`src/rtl/deser_pkg.sv`:
```
package deser_pkg;
  localparam int CHAR_W = 10;
  localparam int LANES  = 2;

  typedef struct packed {
    logic shift;
    logic loadLow;
    logic emit;
    logic narrow;
    logic syncFlag;
  } deserStrobes_t;

  // Bit 0 is the earliest received bit of the window.
  function automatic logic isCommaChar(logic [CHAR_W-1:0] c);
    return (c[1:0] == 2'b00) && (c[6:2] == 5'b11111);
  endfunction
endpackage

```
`src/rtl/deser_ctrl.sv`:
```
module deser_ctrl
  import deser_pkg::*;
#(
  parameter int CharW = CHAR_W
) (
  input  logic          clk,
  input  logic          rst,
  input  logic          bitEn,
  input  logic          commaHit,
  input  logic          widthSel,
  input  logic          syncEn,
  output deserStrobes_t strobes
);
  localparam int CntW = $clog2(CharW);
  localparam logic [CntW-1:0] LastBit = CntW'(CharW - 1);

  logic [CntW-1:0] bitCnt;
  logic charIdx;
  logic pendSync;
  logic widthQ;
  logic wSelRise;
  logic charDone;

  assign wSelRise = widthSel && !widthQ;

  always_comb begin
    strobes        = '0;
    strobes.narrow = widthSel;
    charDone       = 1'b0;
    if (bitEn && !wSelRise) begin
      strobes.shift = 1'b1;
      charDone      = commaHit || (bitCnt == LastBit);
      if (charDone) begin
        if (widthSel) begin
          strobes.emit     = 1'b1;
          strobes.syncFlag = commaHit && syncEn;
        end else if (commaHit || !charIdx) begin
          strobes.loadLow = 1'b1;
        end else begin
          strobes.emit     = 1'b1;
          strobes.syncFlag = pendSync;
        end
      end
    end
  end

  always_ff @(posedge clk) begin
    if (rst) begin
      bitCnt   <= '0;
      charIdx  <= 1'b0;
      pendSync <= 1'b0;
      widthQ   <= widthSel;
    end else begin
      widthQ <= widthSel;
      if (wSelRise) begin
        bitCnt   <= '0;
        charIdx  <= 1'b0;
        pendSync <= 1'b0;
      end else if (bitEn) begin
        bitCnt <= charDone ? '0 : bitCnt + 1'b1;
        if (charDone && !widthSel) begin
          if (commaHit || !charIdx) begin
            charIdx  <= 1'b1;
            pendSync <= commaHit && syncEn;
          end else begin
            charIdx  <= 1'b0;
          end
        end
      end
    end
  end

  // counters restart on a width-select rising edge
  assert_width_reset_R10: assert property (@(posedge clk) disable iff (rst)
    wSelRise |=> (bitCnt == '0) && !charIdx);

  // a narrow-mode sync flag requires sync detection enabled
  assert_sync_gate_R8: assert property (@(posedge clk) disable iff (rst)
    (strobes.syncFlag && strobes.narrow) |-> syncEn);

  // the bit counter never passes the character length
  assert_cnt_range_R6: assert property (@(posedge clk) disable iff (rst)
    bitCnt <= LastBit);
endmodule

```
`src/rtl/deser_dpath.sv`:
```
module deser_dpath
  import deser_pkg::*;
#(
  parameter int CharW = CHAR_W,
  parameter int Lanes = LANES
) (
  input  logic                     clk,
  input  logic                     rst,
  input  logic                     serIn,
  input  logic                     loopIn,
  input  logic                     loopEn,
  input  deserStrobes_t            strobes,
  output logic                     commaHit,
  output logic [Lanes*CharW-1:0]   wordData,
  output logic                     wordValid,
  output logic                     sync
);
  localparam int WordW = Lanes * CharW;

  logic [CharW-1:0] window;
  logic [CharW-1:0] nextWin;
  logic [CharW-1:0] lowChar;
  logic             rxBit;
  logic [WordW-1:0] wideWord;
  logic [WordW-1:0] narrowWord;

  assign rxBit    = loopEn ? loopIn : serIn;
  assign nextWin  = {rxBit, window[CharW-1:1]};
  assign commaHit = isCommaChar(nextWin);

  // Lane 0 holds the earlier character, the last lane holds the newest.
  for (genvar ln = 0; ln < Lanes; ln++) begin : g_lane
    if (ln == Lanes - 1) begin : g_top
      assign wideWord[ln*CharW +: CharW]   = nextWin;
      assign narrowWord[ln*CharW +: CharW] = nextWin;
    end else begin : g_low
      assign wideWord[ln*CharW +: CharW]   = lowChar;
      assign narrowWord[ln*CharW +: CharW] = '1;
    end
  end

  always_ff @(posedge clk) begin
    if (rst) begin
      window    <= '1;
      lowChar   <= '1;
      wordData  <= '1;
      wordValid <= 1'b0;
      sync      <= 1'b0;
    end else begin
      wordValid <= strobes.emit;
      if (strobes.shift) window <= nextWin;
      if (strobes.loadLow) lowChar <= nextWin;
      if (strobes.emit) begin
        wordData <= strobes.narrow ? narrowWord : wideWord;
        sync     <= strobes.syncFlag;
      end
    end
  end

  // unused lanes are all ones in narrow mode
  assert_narrow_fill_R4: assert property (@(posedge clk) disable iff (rst)
    (strobes.emit && strobes.narrow) |=> (wordData[CharW-1:0] == '1));

  // a flagged narrow word carries the comma in the top lane
  assert_sync_lane_hi_R7: assert property (@(posedge clk) disable iff (rst)
    (strobes.emit && strobes.syncFlag && strobes.narrow)
      |=> isCommaChar(wordData[WordW-1 -: CharW]));

  // a flagged wide word carries the comma in lane 0
  assert_sync_lane_lo_R7: assert property (@(posedge clk) disable iff (rst)
    (strobes.emit && strobes.syncFlag && !strobes.narrow)
      |=> isCommaChar(wordData[CharW-1:0]));

  // outputs hold between strobes
  assert_hold_R11: assert property (@(posedge clk) disable iff (rst)
    !strobes.emit |=> ($stable(wordData) && $stable(sync) && !wordValid));
endmodule

```
`src/rtl/comma_deser.sv`:
```
module comma_deser
  import deser_pkg::*;
#(
  parameter int CharW = CHAR_W,
  parameter int Lanes = LANES
) (
  input  logic                   clk,
  input  logic                   rst,
  input  logic                   bitEn,
  input  logic                   serIn,
  input  logic                   loopIn,
  input  logic                   loopEn,
  input  logic                   syncEn,
  input  logic                   widthSel,
  output logic [Lanes*CharW-1:0] wordData,
  output logic                   wordValid,
  output logic                   sync
);
  deserStrobes_t strobes;
  logic commaHit;

  deser_ctrl #(.CharW(CharW)) u_ctrl (
    .clk      (clk),
    .rst      (rst),
    .bitEn    (bitEn),
    .commaHit (commaHit),
    .widthSel (widthSel),
    .syncEn   (syncEn),
    .strobes  (strobes)
  );

  deser_dpath #(.CharW(CharW), .Lanes(Lanes)) u_dpath (
    .clk       (clk),
    .rst       (rst),
    .serIn     (serIn),
    .loopIn    (loopIn),
    .loopEn    (loopEn),
    .strobes   (strobes),
    .commaHit  (commaHit),
    .wordData  (wordData),
    .wordValid (wordValid),
    .sync      (sync)
  );
endmodule

```
`config.mk`:
```
export PLATFORM = sky130hd
export DESIGN_NAME = comma_deser
export DESIGN_NICKNAME = d
export VERILOG_FILES = /design/src/rtl/deser_pkg.sv /design/src/rtl/deser_ctrl.sv /design/src/rtl/deser_dpath.sv /design/src/rtl/comma_deser.sv
export SDC_FILE = /design/constraint.sdc
export NUM_CORES = 1
export LEC_CHECK = 0
export BUFFER_PORTS_ARGS = -buffer_cell sky130_fd_sc_hd__buf_2
export CAP_MARGIN = 20
export CORE_AREA = 2 2 64 66
export DETAILED_ROUTE_END_ITERATION = 7
export DIE_AREA = 0 0 66 68
export GPL_TIMING_DRIVEN = 0
export PLACE_DENSITY = 0.82
export SKIP_CTS_REPAIR_TIMING = 1
export SYNTH_ARGS = -nofsm -noshare
export SYNTH_HDL_FRONTEND = slang
export SYNTH_SLANG_ARGS = --single-unit
```
`constraint.sdc`:
```
create_clock -name clk -period 1.8 [get_ports clk]
set_input_delay 0.36 -clock clk [delete_from_list [all_inputs] [get_ports clk]]
set_output_delay 0.36 -clock clk [all_outputs]
set_load 0.005 [all_outputs]
```
Word level (Yosys, flattened, before mapping):

Cells that the tools add are included.

* register bits: 49
* bits in latches: 0
* RAM bits: 0
* ROM bits: 0
* output and inout port bits: 22
* logic and storage cells: 41
* memories: 0

* add/subtract/negate cells: 1
* $mul: 0
* divide/modulo/power cells: 0
* $lt $le $gt $ge: 0
* equality and inequality tests: 2
* shift-type cells: 0
* muxes and demuxes: 14
* bitwise gates (word level): 0
* reductions and logical operators: 15

Operator list (number)
* 1-bit 2-to-1 mux: 10
* 10-bit 2-to-1 mux: 1
* 5-bit equality test, second input constant: 1
* 1-bit logical AND: 5
* 4-bit by 1-bit adder with 4-bit output, second input constant: 1
* 4-bit equality test, second input constant: 1
* 1-bit logical NOT: 4
* 4-bit 2-to-1 mux: 1
* 3-bit 2-to-1 mux: 1
* 3-bit AND reduction: 1
* 2-bit logical NOT: 1
* 1-bit logical OR: 2
* 2-bit 2-to-1 mux: 1
* 2-bit AND reduction: 1
* 2-bit OR reduction: 1

Depth between registers and ports, before layout:

Gate-level depths: netlist of the first run.

* word-level depth: 7
* depth in mapped cells: 7

Modules after synthesis:

From an unflattened synthesis of the first run, not the netlist that was laid out.

* cell total of the unflattened synthesis: 192
* area total of the unflattened synthesis: 1933.1 um^2

Modules (own cells, without submodules)
* deser_dpath: instances 1, cells an instance 146, area an instance 1525.2 um^2, sequential area each 820.8 um^2
* deser_ctrl: instances 1, cells an instance 46, area an instance 407.9 um^2, sequential area each 140.1 um^2

Least setup slack after synthesis of the first run:

No wires, ideal clock.

* kind: register to register
* start point: register u_dpath.window[3]
* end point: register u_dpath.lowChar[6]
* arrival: 1.418 ns
* required time: 1.680 ns
* slack: 0.263 ns
* cell stages (with the launch flop): 6
* buffers on the path: 1
* clock period less this slack: 1.537 ns
* cells stage by stage: dfxtp_1 or3b_4 o22ai_2 buf_6 nand2_8 a211o_1

* cells in the longest elaborated chain, start to end: 7
* elaborated cells between the ends (all ways): 8
* those cells by class: eq/ne (1); mux (4); reduce/logical (3)

RTL lines
* from (decl): RTL line deser_dpath.sv:20 `logic [CharW-1:0] window;`
* from (signal assigned): RTL line deser_dpath.sv:51 `if (strobes.shift) window <= nextWin;`
* 5-bit equality test *: RTL line deser_pkg.sv:15 `return (c[1:0] == 2'b00) && (c[6:2] == 5'b11111);`
* 1-bit logical AND *: RTL line deser_pkg.sv:15
* 1-bit logical OR: RTL line deser_ctrl.sv:37 `end else if (commaHit || !charIdx) begin`
* 1-bit 2-to-1 mux: RTL line deser_ctrl.sv:37
* 1-bit 2-to-1 mux: RTL line deser_ctrl.sv:34 `if (widthSel) begin`
* 2-bit 2-to-1 mux *: RTL line deser_ctrl.sv:33 `if (charDone) begin`
* 3-bit 2-to-1 mux *: RTL line deser_ctrl.sv:30 `if (bitEn && !wSelRise) begin`
* to (signal assigned): RTL line deser_dpath.sv:52 `if (strobes.loadLow) lowChar <= nextWin;`
* to (decl): RTL line deser_dpath.sv:22 `logic [CharW-1:0] lowChar;`

Every way passes the cells marked *; elsewhere a longest branch is shown, timed or not.
A chain may end at the register's enable or synchronous reset.

Worst setup path after layout of the first run:

* start point: register u_dpath.window[3]
* end point: register u_dpath.lowChar[3]

Same word-level chain as after synthesis.

==> impl_metrics.toml, run 1 <==
[clocking]
clock-root-buffer = "clkbuf_8"
cts_tree = "built"
worstSkewPairLatency_ns = 0.30
cts.sinks = 48
clk_pin_slew_ns = 0.08
htreeDepth = 2
clockBufferDepth = 2
cts_inserted_buffers = 5

[drt]
vias = 1626
wire_per_inst_um = 13.4
drt_drc_violations_left = 0
first_iter_violations = 78
vias_per_cell = 5.33
routed_wl_mm = 4.09
final_antenna_net_count = 0
dr.pass1.iters = 4

[synthesis]
yosysTopAreaCell = "dfxtp_1"
seq_area_frac_synth = 0.463
ys_top_cells_by_count = "dfxtp_1 (48), nor2_1 (32), nand2_1 (21), mux2i_1 (20), nor3_1 (12)"
ys_seq_elements = 48
synth_top_cell_area_share = 0.463
synth_ff_type = "dfxtp_1"
netlist_instances = 217
synth.most_common_cell = "dfxtp_1"
synthTopCellsByArea = "dfxtp_1 (46%), mux2i_1 (9.7%), nor2_1 (5.8%)"
synth_cell_types = 33
synth_edf_count = 0
netlist_area_um2 = 2070
async_flop_share = 0
syn_avg_cell_area_um2 = 9.56
yosysWarnings = 0
syn_nets = 227

[finish]
n_antenna_cell = 0
drive_gt1_frac = 0.267
area_growth_pct = 15.6
post-route-util = 0.622
nFillCells = 335
nets = 264

[grt]
grt_first_pass_wirelength_mm = 6.42
grt_max_degree = 15
gr-usage-all-layers = 0.191
grt_antenna_before_repair = 0
gr-total-overflow = 0
first_global_vias = 1398

[sta]
hold_violations = 0
max_slew_margin = 0.705
slew_viol_final = 0
fin_skew_ns = 0.00357
max_freq_mhz = 588
rsz0062_at_grt = "false"
holdWs_ns = 0.273
fin_crit_sh = 0.944
setup_viol = 0
period_minus_slack_ns = 1.70
fin_tns_setup_ns = 0
fin_ws_ns = 0.101
tightest_slew_ns = 0.443

[placement]
dp.final_hpwl_mm = 2.84
routabilityCongestion = 0.761
dp_slack_ns = 0.0316
io_buffers = 28

[hold_path]
worstHoldStart = "widthSel"
whs_path_depth = 1
hold_class = "input pin to flop"

[pwr]
p_total_uw = 1900
peakVddDrop_mv = 0.493
leakagePower_uw = 0.00107
powerDensity_nw_per_um2 = 794

[worst_setup_path]
worstSetupPathType = "flop to flop"
cp.arrival_ns = 1.89
rr_endpoint = "u_dpath.lowChar[3]"
critPathSlowestCell = "dfxtp_1"
cp.required_ns = 1.99
startpoint_type = "flop"
endpoint_kind = "flop"
startpoint = "u_dpath.window[3]"
worstPathCellList = "or3b_4, o22ai_2, buf_6, nand2_8, a211o_1"
reg2reg_depth = 5
r2r_start = "u_dpath.window[3]"
cp_max_fo = 10
regToRegSetupSlack_ns = 0.10
critPathCapture = "u_dpath.lowChar[3]"
slowest_delay_ns = 0.43

[floorplanning]
die_x_um = 66
dieHeight_um = 68
die_area_um2 = 4490
core_area_um2 = 3860
num_io_pins = 30
fp-row-count = 23
start_util = 0.538

[status]
outcome = "finished, final reports clean"

[run]
max_cap_violations = 0
cell usage in the layout, fill, tap and decap left out, types with 3 or more instances in the layout:
master / n
nand4_1: 4
and3_2: 10
nand2_1: 21
a21oi_1: 5
nor2_1: 32
dfxtp_1: 44
dfxtp_2: 4
nand2b_1: 4
buf_2: 29
buf_6: 3
mux2i_1: 20
nor3_1: 12
nand3b_1: 10
clkbuf_8: 7
clkbuf_1: 9
nor2b_1: 4
a211o_1: 11
layout make-up:
cell class,count,area [um2],share of cell area
Clock buffer,6,82.6,0.0344
Clock inverter,2,10.0,0.00418
Inverter,1,3.75,0.00157
Buffer,14,86.3,0.0360
Multi-Input combinational cell,154,1030,0.430
Sequential cell,48,966,0.403
Timing Repair Buffer,30,155,0.0647
Tap cell,50,62.6,0.0261
where the power goes:
part / switching [uW] / leakage (uW) / internal (uW)
combinational: 83.7 / 0.000628 / 53.3
clock: 345 / 0.0000510 / 307
sequential: 31.3 / 0.000389 / 1080
total: 460 / 0.00107 / 1440
state kept, by name, indices dropped and copies added (netlist names):
name / cells
u_ctrl.bitCnt: 4
u_ctrl.charIdx: 1
u_ctrl.pendSync: 1
u_ctrl.widthQ: 1
u_dpath.lowChar: 10
u_dpath.sync: 1
u_dpath.window: 9
u_dpath.wordData: 20
u_dpath.wordValid: 1
critical path: cells and delay by family, from the launching register on:
| family | cells | cell delay, ns |
|---|---|---|
| AND/OR/NAND/NOR | 2 | 0.50 |
| flip-flops | 1 | 0.43 |
| buffers and inverters | 1 | 0.17 |
| AO/OA/AOI/OAI | 2 | 0.49 |
per-layer routing:
metal  share of wire  up-vias  wire length [um]  track usage
li1                -      825                 -            -
met5               0        -                 0            0
met1            0.46      759              1890        0.242
met3           0.045       11               184       0.0543
met2            0.47       31              1910        0.304
met4           0.025        0               102       0.0842
kinds of logic (layout without fill, tap and decap cells):
family                   after synthesis  count (layout)  synth area share
AND/OR/NAND/NOR                      103             103             0.266
flip-flops                            48              48             0.463
AO/OA/AOI/OAI                         25              25            0.0995
multiplexers                          22              22             0.107
buffers and inverters                 15              53            0.0434
adder cells (fa/ha/maj)                2               2            0.0121
XOR/XNOR                               2               2           0.00845
per-stage QoR:
step	instance area (um2)	std cells
2_1_floorplan	2070	217
3_3_place_gp	2280	295
3_5_place_dp	2280	295
4_1_cts	2370	303
5_1_grt	2400	305
6_report	2400	305
how the worst min path moves through the flow:
stage	to	slack, ns
final	u_ctrl.widthQ	0.27
after global routing	u_ctrl.widthQ	0.26
after detailed placement	u_dpath.lowChar[0]	0.45
after global placement	u_dpath.lowChar[6]	0.45
after floorplan	u_ctrl.widthQ	0.39
after CTS	u_ctrl.widthQ	0.26
(Power assumes the default switching activity.)
==> run 2: changes to the inputs <==
--- a/config.mk
+++ b/config.mk
@@ -10,2 +10,3 @@
 export CORE_AREA = 2 2 64 66
+export CTS_BUF_LIST = sky130_fd_sc_hd__clkbuf_16
 export DETAILED_ROUTE_END_ITERATION = 7
==> constraint.sdc (replaced) <==
create_clock -name clk -period 1.8 [get_ports clk]
set_input_delay 0.18 -clock clk [delete_from_list [all_inputs] [get_ports clk]]
set_output_delay 0.18 -clock clk [all_outputs]
set_load 0.005 [all_outputs]
==> run 2 against run 1 <==
Net effect: final cell count stayed put; sequential cell count unchanged; global-route usage grew 0.18 points; combinational power barely moved; hold slack worse by 0.16 ns; setup slack lost 0.016 ns; routed wire length rose by 0.15%; final area grew 1.9%; largest power group unchanged.
==> impl_metrics.toml, run 2 (synthesis gave the netlist of run 1 again) <==
[drt]
dr.pass1.iters = 4
drt_drc_violations_left = 0
routed_wl_mm = 4.09
vias = 1647
wire_per_inst_um = 13.4
first_iter_violations = 93
final_antenna_net_count = 0
vias_per_cell = 5.40

[status]
outcome = "finished, final reports clean"

[pwr]
leakagePower_uw = 0.00109
peakVddDrop_mv = 0.503
powerDensity_nw_per_um2 = 868

[hold_path]
min_to = "u_ctrl.widthQ"
hold_class = "input pin to flop"
whs_path_depth = 1
worstHoldStart = "widthSel"

[floorplanning]
dieHeight_um = 68
start_util = 0.538
die_area_um2 = 4490
num_io_pins = 30
die_x_um = 66
fp-row-count = 23
core_area_um2 = 3860

[finish]
drive_gt1_frac = 0.263
top_regs = "u_dpath.wordData x20, u_dpath.lowChar x10, u_dpath.window x9"
nets = 264
largest_reg_flops = 20
top_register = "u_dpath.wordData"
area_growth_pct = 17.8
n_antenna_cell = 0
layout_commonest_cell = "dfxtp_1"
layout_common_cells = "dfxtp_1 (44), nor2_1 (32), buf_2 (29), nand2_1 (21), mux2i_1 (20)"

[clocking]
cts_inserted_buffers = 5
worstSkewPairLatency_ns = 0.28
htreeDepth = 2
cts.sinks = 48
cts_tree = "built"
clockBufferDepth = 2
clk_pin_slew_ns = 0.06
clock-root-buffer = "clkbuf_16"

[worst_setup_path]
cp_max_fo = 10
regToRegSetupSlack_ns = 0.08
startpoint_type = "flop"
cp.required_ns = 1.97
rr_endpoint = "u_dpath.lowChar[3]"
worstSetupPathType = "flop to flop"
endpoint_kind = "flop"
cp.arrival_ns = 1.89
r2r_start = "u_dpath.window[3]"
reg2reg_depth = 5

[sta]
max_slew_margin = 0.708
max_freq_mhz = 583
fin_crit_sh = 0.953
fin_tns_setup_ns = 0
period_minus_slack_ns = 1.72
tightest_slew_ns = 0.438
fin_skew_ns = 0.00280
rsz0062_at_grt = "false"
fin_ws_ns = 0.0846
setup_viol = 0
hold_violations = 0
slew_viol_final = 0

[grt]
gr-usage-all-layers = 0.193
grt_first_pass_wirelength_mm = 6.47
grt_max_degree = 15
first_global_vias = 1402
grt_antenna_before_repair = 0
gr-total-overflow = 0

[run]
max_cap_violations = 0

[placement]
dp.final_hpwl_mm = 2.84
routabilityCongestion = 0.761
io_buffers = 28
dp_slack_ns = 0.0316
==> run 2: cell types whose count changed in the layout (fill, tap and decap cells not counted), sizes merged <==
| cell | delta |
|---|---|
| clkbuf | -1 |
| clkinv | +1 |
==> run 2: layer usage <==
metal  global-route usage  vias up  part of all wire
met1                0.241      774              0.46
li1                     -      827                 -
met2                0.308       38              0.48
met4               0.0995        0             0.021
met3               0.0493        8             0.039
met5                    0        -                 0
==> run 2: worst max-delay path: stages (launching register included) <==
cell and delay, ns:
dfxtp_1 0.43, or3b_4 0.42, o22ai_2 0.20, buf_6 0.18, nand2_8 0.08, a211o_1 0.29
==> run 2: how the worst max path moves through the flow <==
stage,slack (ns),end,from,depth (start not counted)
6_report,0.08,u_dpath.lowChar[3],u_dpath.window[3],5
5_1_grt,0.02,u_dpath.wordData[0],u_dpath.window[3],5
4_1_cts,0.01,u_dpath.wordData[0],u_dpath.window[7],5
3_5_place_dp,0.03,u_dpath.wordData[0],u_dpath.window[3],5
3_3_place_gp,0.07,u_dpath.sync,u_dpath.window[3],4
2_1_floorplan,0.26,u_dpath.lowChar[6],u_dpath.window[3],5
==> run 2: layout make-up <==
| class | instances | area [um2] |
|---|---|---|
| repair buffers | 30 | 155 |
| inverters | 1 | 3.75 |
| clock buffers | 5 | 125 |
| fillers | 331 | 1410 |
| multi-input cells | 154 | 1030 |
| plain buffers | 14 | 86.3 |
| well taps | 50 | 62.6 |
| clock inverters | 3 | 13.8 |
| flip-flops and latches | 48 | 966 |
==> run 2: power breakdown <==
group,switching (uW),internal (uW),total (uW)
Sequential,31.8,1080,1120
Combinational,83.5,53.3,137
Clock,364,504,868
==> run 2: metrics by stage <==
step	instances	total power (uW)	area (um2)	util	hold WS, ns
3_3_place_gp	295	1260	2280	0.591	0.409
2_1_floorplan	217	1220	2070	-	0.208
3_5_place_dp	295	1270	2280	0.591	0.409
5_1_grt	305	2220	2440	0.634	0.111
4_1_cts	303	2140	2420	0.627	0.107
6_report	305	2120	2440	0.634	0.116
